===== config.mk =====
export PLATFORM = sky130hd
export DESIGN_NAME = frame_aligner
export DESIGN_NICKNAME = d
export VERILOG_FILES = /design/src/rtl/frame_aligner.sv
export SDC_FILE = /design/constraint.sdc
export NUM_CORES = 1
export LEC_CHECK = 0
export BUFFER_PORTS_ARGS = -buffer_cell sky130_fd_sc_hd__buf_2
export CELL_PAD_IN_SITES_DETAIL_PLACEMENT = 2
export CELL_PAD_IN_SITES_GLOBAL_PLACEMENT = 2
export CORE_MARGIN = 2
export CORE_UTILIZATION = 29
export CTS_BUF_LIST = sky130_fd_sc_hd__clkbuf_2
export DETAILED_ROUTE_END_ITERATION = 6
export GPL_ROUTABILITY_DRIVEN = 0
export PLACE_DENSITY = 0.77
export SLEW_MARGIN = 10
export SYNTH_ARGS = -nofsm -noshare
export SYNTH_HDL_FRONTEND = slang
export SYNTH_SLANG_ARGS = --single-unit

===== constraint.sdc =====
create_clock -name clk -period 3.9 [get_ports clk]
set_clock_uncertainty 0.2 [all_clocks]
set_input_delay 0.39 -clock clk [delete_from_list [all_inputs] [get_ports clk]]
set_output_delay 0.39 -clock clk [all_outputs]
set_load 0.05 [all_outputs]

===== src/rtl/frame_aligner.sv =====
module frame_aligner #(
  parameter int WORD_W          = 20,
  parameter int WORDS_PER_FRAME = 6,
  parameter int HDR_W           = 4,
  parameter int LOCK_FRAMES     = 8,
  parameter int UNLOCK_FRAMES   = 4,
  parameter int SETTLE_WORDS    = 2,
  parameter int ERR_W           = 16,
  parameter logic [HDR_W-1:0] HDR_DATA = 4'b0101,
  parameter logic [HDR_W-1:0] HDR_IDLE = 4'b0110
) (
  input  logic                                clk,
  input  logic                                rst,
  input  logic                                err_clr,
  input  logic [WORD_W-1:0]                   rx_word,
  output logic                                locked,
  output logic [$clog2(WORD_W)-1:0]           slip,
  output logic                                hdr_flag,
  output logic                                frame_valid,
  output logic                                frame_is_data,
  output logic [WORD_W*WORDS_PER_FRAME-1:0]   frame_out,
  output logic [ERR_W-1:0]                    err_cnt
);
  localparam int FW       = WORD_W * WORDS_PER_FRAME;
  localparam int SW       = $clog2(WORD_W);
  localparam int PW       = $clog2(WORDS_PER_FRAME);
  localparam int GW       = $clog2(LOCK_FRAMES + 1);
  localparam int BW       = $clog2(UNLOCK_FRAMES + 1);
  localparam int TW       = $clog2(SETTLE_WORDS + 1);
  localparam int PAIR_TOP = 2 * WORD_W - 1;

  logic [WORD_W-1:0]    prev_q;
  logic [2*WORD_W-1:0]  pair;
  logic [WORD_W-1:0]    aligned;
  logic [HDR_W-1:0]     hdr;
  logic                 hdr_ok;
  logic [FW-WORD_W-1:0] sr;
  logic [PW-1:0]        phase;
  logic [PW-1:0]        miss;
  logic [GW-1:0]        good;
  logic [BW-1:0]        bad;
  logic [TW-1:0]        settle;
  logic                 cur_ok, cur_data;
  logic                 at_start, at_last, lock_now, accept;
  logic [SW-1:0]        next_slip;

  assign pair      = {prev_q, rx_word};
  assign aligned   = pair[PAIR_TOP - int'(slip) -: WORD_W];
  assign hdr       = aligned[WORD_W-1 -: HDR_W];
  assign hdr_ok    = (hdr == HDR_DATA) || (hdr == HDR_IDLE);
  assign at_start  = (phase == '0);
  assign at_last   = (phase == PW'(WORDS_PER_FRAME - 1));
  assign next_slip = (slip == SW'(WORD_W - 1)) ? '0 : slip + 1'b1;
  assign lock_now  = !locked && settle == '0 && good == GW'(LOCK_FRAMES - 1)
                     && at_start && hdr_ok;
  assign accept    = at_start && hdr_ok && (locked || lock_now);

  always_ff @(posedge clk) begin
    if (rst) begin
      prev_q        <= '0;
      sr            <= '0;
      phase         <= '0;
      miss          <= '0;
      good          <= '0;
      bad           <= '0;
      settle        <= '0;
      slip          <= '0;
      locked        <= 1'b0;
      cur_ok        <= 1'b0;
      cur_data      <= 1'b0;
      hdr_flag      <= 1'b0;
      frame_valid   <= 1'b0;
      frame_is_data <= 1'b0;
      frame_out     <= '0;
      err_cnt       <= '0;
    end else begin
      prev_q      <= rx_word;
      sr          <= {sr[FW-2*WORD_W-1:0], aligned};
      phase       <= at_last ? '0 : phase + 1'b1;
      hdr_flag    <= accept;
      frame_valid <= locked && at_last && cur_ok;
      if (at_start) begin
        cur_ok   <= accept;
        cur_data <= (hdr == HDR_DATA);
      end
      if (at_last) begin
        frame_out     <= {sr, aligned};
        frame_is_data <= cur_data;
      end

      if (locked) begin
        if (at_start) begin
          if (hdr_ok) bad <= '0;
          else if (bad == BW'(UNLOCK_FRAMES - 1)) begin
            locked <= 1'b0;
            bad    <= '0;
            good   <= '0;
            miss   <= '0;
            slip   <= next_slip;
            settle <= TW'(SETTLE_WORDS);
          end else bad <= bad + 1'b1;
        end
      end else if (settle != '0) begin
        settle <= settle - 1'b1;
      end else if (good == '0) begin
        if (hdr_ok) begin
          good  <= GW'(1);
          miss  <= '0;
          phase <= PW'(1);
        end else if (miss == PW'(WORDS_PER_FRAME - 1)) begin
          miss   <= '0;
          slip   <= next_slip;
          settle <= TW'(SETTLE_WORDS);
        end else miss <= miss + 1'b1;
      end else if (at_start) begin
        if (hdr_ok) begin
          if (lock_now) begin
            locked <= 1'b1;
            good   <= '0;
            bad    <= '0;
          end else good <= good + 1'b1;
        end else begin
          good   <= '0;
          miss   <= '0;
          slip   <= next_slip;
          settle <= TW'(SETTLE_WORDS);
        end
      end

      if (err_clr) err_cnt <= '0;
      else if (locked && at_start && !hdr_ok && err_cnt != '1) err_cnt <= err_cnt + 1'b1;
    end
  end

  assert_lock_flags_R3: assert property (@(posedge clk) disable iff (rst)
    $rose(locked) |-> hdr_flag);
  assert_valid_needs_lock_R5: assert property (@(posedge clk) disable iff (rst)
    frame_valid |-> locked);
  assert_flag_leads_frame_R6: assert property (@(posedge clk) disable iff (rst)
    frame_valid |-> $past(hdr_flag, 5));
  assert_drop_steps_slip_R7: assert property (@(posedge clk) disable iff (rst)
    $fell(locked) |-> slip == (($past(slip) == SW'(WORD_W - 1)) ? '0 : $past(slip) + 1'b1));
  assert_err_saturates_R8: assert property (@(posedge clk) disable iff (rst)
    (err_cnt == '1 && !err_clr) |=> err_cnt == '1);
  assert_err_clear_R9: assert property (@(posedge clk) disable iff (rst)
    err_clr |=> err_cnt == '0);
  assert_no_bad_frame_R10: assert property (@(posedge clk) disable iff (rst)
    frame_valid |-> (frame_out[FW-1 -: HDR_W] == HDR_DATA || frame_out[FW-1 -: HDR_W] == HDR_IDLE));
endmodule


* After elaboration in Yosys (flattened, before gate mapping)
Cells that the tools add are included.
** Storage, ports and cells
- Register bits after elaboration :: 282
- Input bits :: 23
- Output and inout port bits :: 145
- Word-level logic and storage cells :: 139
** Cells by class
- $add $sub $neg :: 8
- Equality and inequality tests :: 21
- Shifts and indexed selects :: 1
- Multiplexer cells :: 64
- Reduce and logical (&&, ||, !) cells :: 29
** Operators by type and width (count)
- 2-to-1 mux 3 bit :: 24
- indexed part select 59 x 7 -> 20 bit :: 1
- 2-to-1 mux 5 bit :: 11
- 2-to-1 mux 4 bit :: 10
- 2-to-1 mux 2 bit :: 10
- adder 16 x 1 -> 16 bit, second input constant :: 1
- inequality test 16 bit, second input constant :: 1
- == test 4 x 3 -> 1 bit, second input constant :: 3
- AND reduction 6 bit :: 2
- logical AND 1 bit :: 11
- inequality test 2 bit, second input constant :: 5
- adder 3 x 1 -> 3 bit, second input constant :: 3
- 2-to-1 mux 1 bit :: 9
- AND reduction 8 bit :: 1
- nonzero test 2 bit :: 4
- AND reduction 7 bit :: 1
- subtractor 6 x 5 -> 7 bit, first input constant :: 1
- == test 3 bit, second input constant :: 2
- inequality test 2 x 1 -> 1 bit, second input constant :: 3
- inequality test 3 x 2 -> 1 bit, second input constant :: 2
- inequality test 3 bit, second input constant :: 2
- adder 5 x 1 -> 5 bit, second input constant :: 1
- == test 5 bit, second input constant :: 1
- AND reduction 5 bit :: 1
- 11 further kinds :: 13

* Depth between registers and ports, before layout
- Depth in word-level cells :: 11
- Mapped depth :: 16
- Depth with buffers taken out :: 10

* Worst setup path after synthesis
OpenSTA, ideal clock, no wires.
- Kind :: reg2reg
- Start point :: register slip[3]
- End point :: register slip[2]
- Library setup time :: 0.070 ns
- Data arrival time :: 4.021 ns
- Required time :: 3.630 ns
- Path slack :: -0.391 ns
- Stages on the path, launching flop included :: 15
- Clock period less this slack :: 4.291 ns
- Cells stage by stage :: dfxtp_1 clkbuf_1 inv_1 clkbuf_1 buf_1 ha_1 clkbuf_1 clkinv_1 nor2_1 a32o_1 a2111oi_2 xnor2_1 o211ai_2 or4_1 a21oi_1
** Between the ends
- Longest elaborated chain between the ends :: 7
- Elaborated cells between the ends (all ways) :: 21
- Those cells by class :: 1 x add/sub; 6 x eq/ne; 1 x shift; 11 x mux; 2 x reduce/logical
** RTL lines
- start: declaration :: line 17 : output logic [$clog2(WORD_W)-1:0] slip,
- start signal: assignment :: line 99 : slip <= next_slip;
- start signal: assignment :: line 112 : slip <= next_slip;
- start signal: assignment :: line 125 : slip <= next_slip;
- branches (longest 7 deep; another with subtractor 6 x 5 -> 7 bit)
Parallel ways; which one is timed is not known. The select of a mux whose other input is x is not followed.
A chain may end at the register's enable or synchronous reset.

* Worst setup path in the final report
- Start point :: register slip[1]
- End point :: register slip[2]
** Between the ends
- Longest elaborated chain between the ends :: 7
- Elaborated cells between the ends (all ways) :: 22
- Those cells by class :: 2 x add/sub; 6 x eq/ne; 1 x shift; 11 x mux; 2 x reduce/logical
** RTL lines
- branches (longest 7 deep; another with subtractor 6 x 5 -> 7 bit)
Parallel ways; which one is timed is not known. The select of a mux whose other input is x is not followed.

==> qor.tcl <==
set qor(number_of_flops_mapped_to_enable_cells_by_yosys) 0
set qor(grt_setup_unrepaired) {no}
set qor(period_minus_slack_ns) 3.79
set qor(postSynth.asyncResetShare_pct) 0
set qor(grt_first_pass_wirelength_um) 68000
set qor(clockBufferDepth) 3
set qor(number_of_maximum_capacitance_constraint_violations) 0
set qor(syn-num-nets) 1395
set qor(synth-seq-area-share_pct) 46.7
set qor(synth_cells) 1364
set qor(maximum_number_of_pins_on_one_net_before_global_route_repair) 151
set qor(total_power_mw) 6.08
set qor(cts.reportedPaths.clkPinSlew_ns) 0.11
set qor(internal_reg_to_reg_setup_slack_ns) 0.11
set qor(min-delay-path-class) {input pin to flop}
set qor(path_class) {flop to flop}
set qor(timing.critical_path.from_type) {flop}
set qor(synthesis_to_finish_area_growth_pct) 21.0
set qor(finish.cell_count_without_fillers) 2163
set qor(design.core.area_um2) 41000
set qor(htreeDepth) 3
set qor(synthTopCellsByArea) {dfxtp_1, nand2_1, mux4_2, a21oi_1, nor2b_1}
set qor(placement_rows) 74
set qor(leakage_component_of_the_power_nw) 5.80
set qor(postSynth.topFlopCell) {dfxtp_1}
set qor(finalSetupTns_ns) 0
set qor(drcViolationCount) 0
set qor(hold-worst-slack_ns) 0.190
set qor(worst_slew_pin_slew_ns) 0.984
set qor(grt_remaining_overflow) 0
set qor(cts-buffers-inserted) 78
set qor(most_frequent_cells_in_the_layout) {nand2_1, dfxtp_1, buf_2}
set qor(drt_pass1_iterations) 5
set qor(ys.warnings.count) 0
set qor(initial_util_pct) 29.5
set qor(clock_sink_count) 282
set qor(design.die.area_um2) 43300
set qor(wl_per_cell_um) 20.2
set qor(cp-end-kind) {flop}
set qor(share_of_cells_above_drive_strength_1_pct) 24.7
set qor(drt_first_iter_violations) 518
set qor(synth_largest_type_area_fraction_pct) 46.7
set qor(vert_die_dim_um) 208
set qor(final_common_cell) {nand2_1}
set qor(placedCellCount) 1994
set qor(port_buffers) 167
set qor(least_setup_slack_across_all_paths_after_layout_ns) 0.114
set qor(final_nets) 1617
set qor(synth.ff_latch_count) 282
set qor(ir_worst_vdd_mv) 0.133
set qor(timing.slew.headroom_pct) 34.2
set qor(clockRootBuffer) {clkbuf_2}
set qor(vias) 10900
set qor(timing.critical_path.arrival_ns) 4.38
set qor(highest_clock_rate_mhz) 264
set qor(antenna_found_initial) 2
set qor(ports) 168
set qor(cts_tree) {done}
set qor(synth_cell_type_count) 63
set qor(avgSynthCellArea_um2) 8.86
set qor(clkLatencyLatePin_ns) 0.90
set qor(path_max_fanout) 50
set qor(post_drt_via_cell_ratio) 5.04
set qor(fillCellCount) 4618
set qor(gr-usage-all-layers_pct) 19.9
set qor(synth_top_area_cell) {dfxtp_1}
set qor(preCtsSetupSlack_ns) -0.0623
set qor(final_antenna_net_count) 0
set qor(via_count_of_the_first_global_routing_pass) 11800
set qor(detail_route.wirelength_um) 43800
set qor(power_per_cell_area_nw_per_um2) 416
set qor(hpwlAfterDp_um) 30500
set qor(netlist_area_um2) 12100
set qor(report.final.hold_viol_count) 0
set qor(critPathRequiredTime_ns) 4.49
set qor(status) {completed}
set qor(die_width_um) 208
set qor(finalSetupViolCount) 0
set qor(final_period_utilization_pct) 97.1
set qor(slew_violations) 0
## cells in the mapped netlist (9+ instances only)
master	number
clkbuf_1	76
o21ai_0	32
inv_1	17
nor3_1	12
a21oi_1	149
buf_1	13
mux2i_1	33
nand3_1	18
nand2_1	285
a211oi_1	22
mux4_2	34
mux2_2	24
or3_1	14
nor2b_1	111
buf_2	9
dfxtp_1	282
a31oi_1	13
nor2_1	71
## power by group
group / internal [mW] / switching, mW / total, mW
Clock: 0.827 / 1.27 / 2.09
Sequential: 2.96 / 0.0790 / 3.04
Combinational: 0.393 / 0.560 / 0.953
Total: 4.18 / 1.91 / 6.08
## area by class of cell
cell class / count / area, um^2 / area share [%]
tap: 532 / 666 / 4.55
sequential: 282 / 5650 / 38.6
multi-input combinational: 959 / 5980 / 40.9
antenna: 2 / 5.00 / 0.0342
timing repair buffer: 247 / 1610 / 11.0
clock inverter: 11 / 87.6 / 0.599
clock buffer: 112 / 561 / 3.83
inverter: 18 / 67.6 / 0.462
## worst max-delay path, cell delays in order, from the launching register on
cell and delay (ns):
dfxtp_2 0.48, buf_12 0.29, mux2_2 0.40, nor3b_1 0.54
a2111oi_1 0.17, a2111oi_4 0.40, xnor2_4 0.26, o211ai_2 0.25
or4_1 0.52, a21oi_1 0.13
## sequential cells by signal, summed over array words and instances (netlist names)
register       cells
locked             1
err_cnt           16
sr               100
slip               5
prev_q            20
phase              3
cur_data           1
cur_ok             1
settle             2
good               4
hdr_flag           1
bad                3
frame_valid        1
miss               3
frame_is_data      1
frame_out        120
## logic make-up (layout without fill, tap and decap cells)
group | after synthesis | in the layout | synth area share (%)
and+or+nand+nor | 568 | 568 | 22.1
DFF | 282 | 282 | 46.7
xor gates and xnor gates | 5 | 5 | 0.362
AOI/OAI and AO/OA | 287 | 287 | 14.5
adders and majority gates | 8 | 8 | 0.828
other | 0 | 2 | 0
muxes | 91 | 91 | 11.3
buffers and inverters | 123 | 388 | 4.19
## through the flow
step / cell area, um^2 / utilization, %
after floorplan: 12100 / -
after global placement: 13500 / 33.0
after detailed placement: 13500 / 33.0
after CTS: 14600 / 35.6
after global routing: 14600 / 35.7
final: 14600 / 35.7
## metal layers
layer | global-route usage [%] | vias to the layer above | wire length [um]
met5 | 0 | - | 0
met4 | 8.86 | 0 | 1450
met3 | 3.92 | 84 | 1960
met2 | 34.6 | 272 | 21400
met1 | 23.9 | 5378 | 18900
li1 | - | 5168 | -
## worst paths after layout
check | startpoint | to | cells past startpoint
setup reg to reg | slip[1] | slip[2] | 9
setup / recovery | slip[1] | slip[2] | 9
hold / removal | err_clr | err_cnt[12] | 5
hold reg to reg | sr[96] | frame_out[116] | 2
## what timing repair did
action	CTS	global route
hold buffers	42	0
buffers inserted	2	0
hold endpoints to repair	116	0
pin swaps	1	1
endpoints found under the setup margin	7	19
resized for setup	1	1
Power figures use the tool's default switching activity.
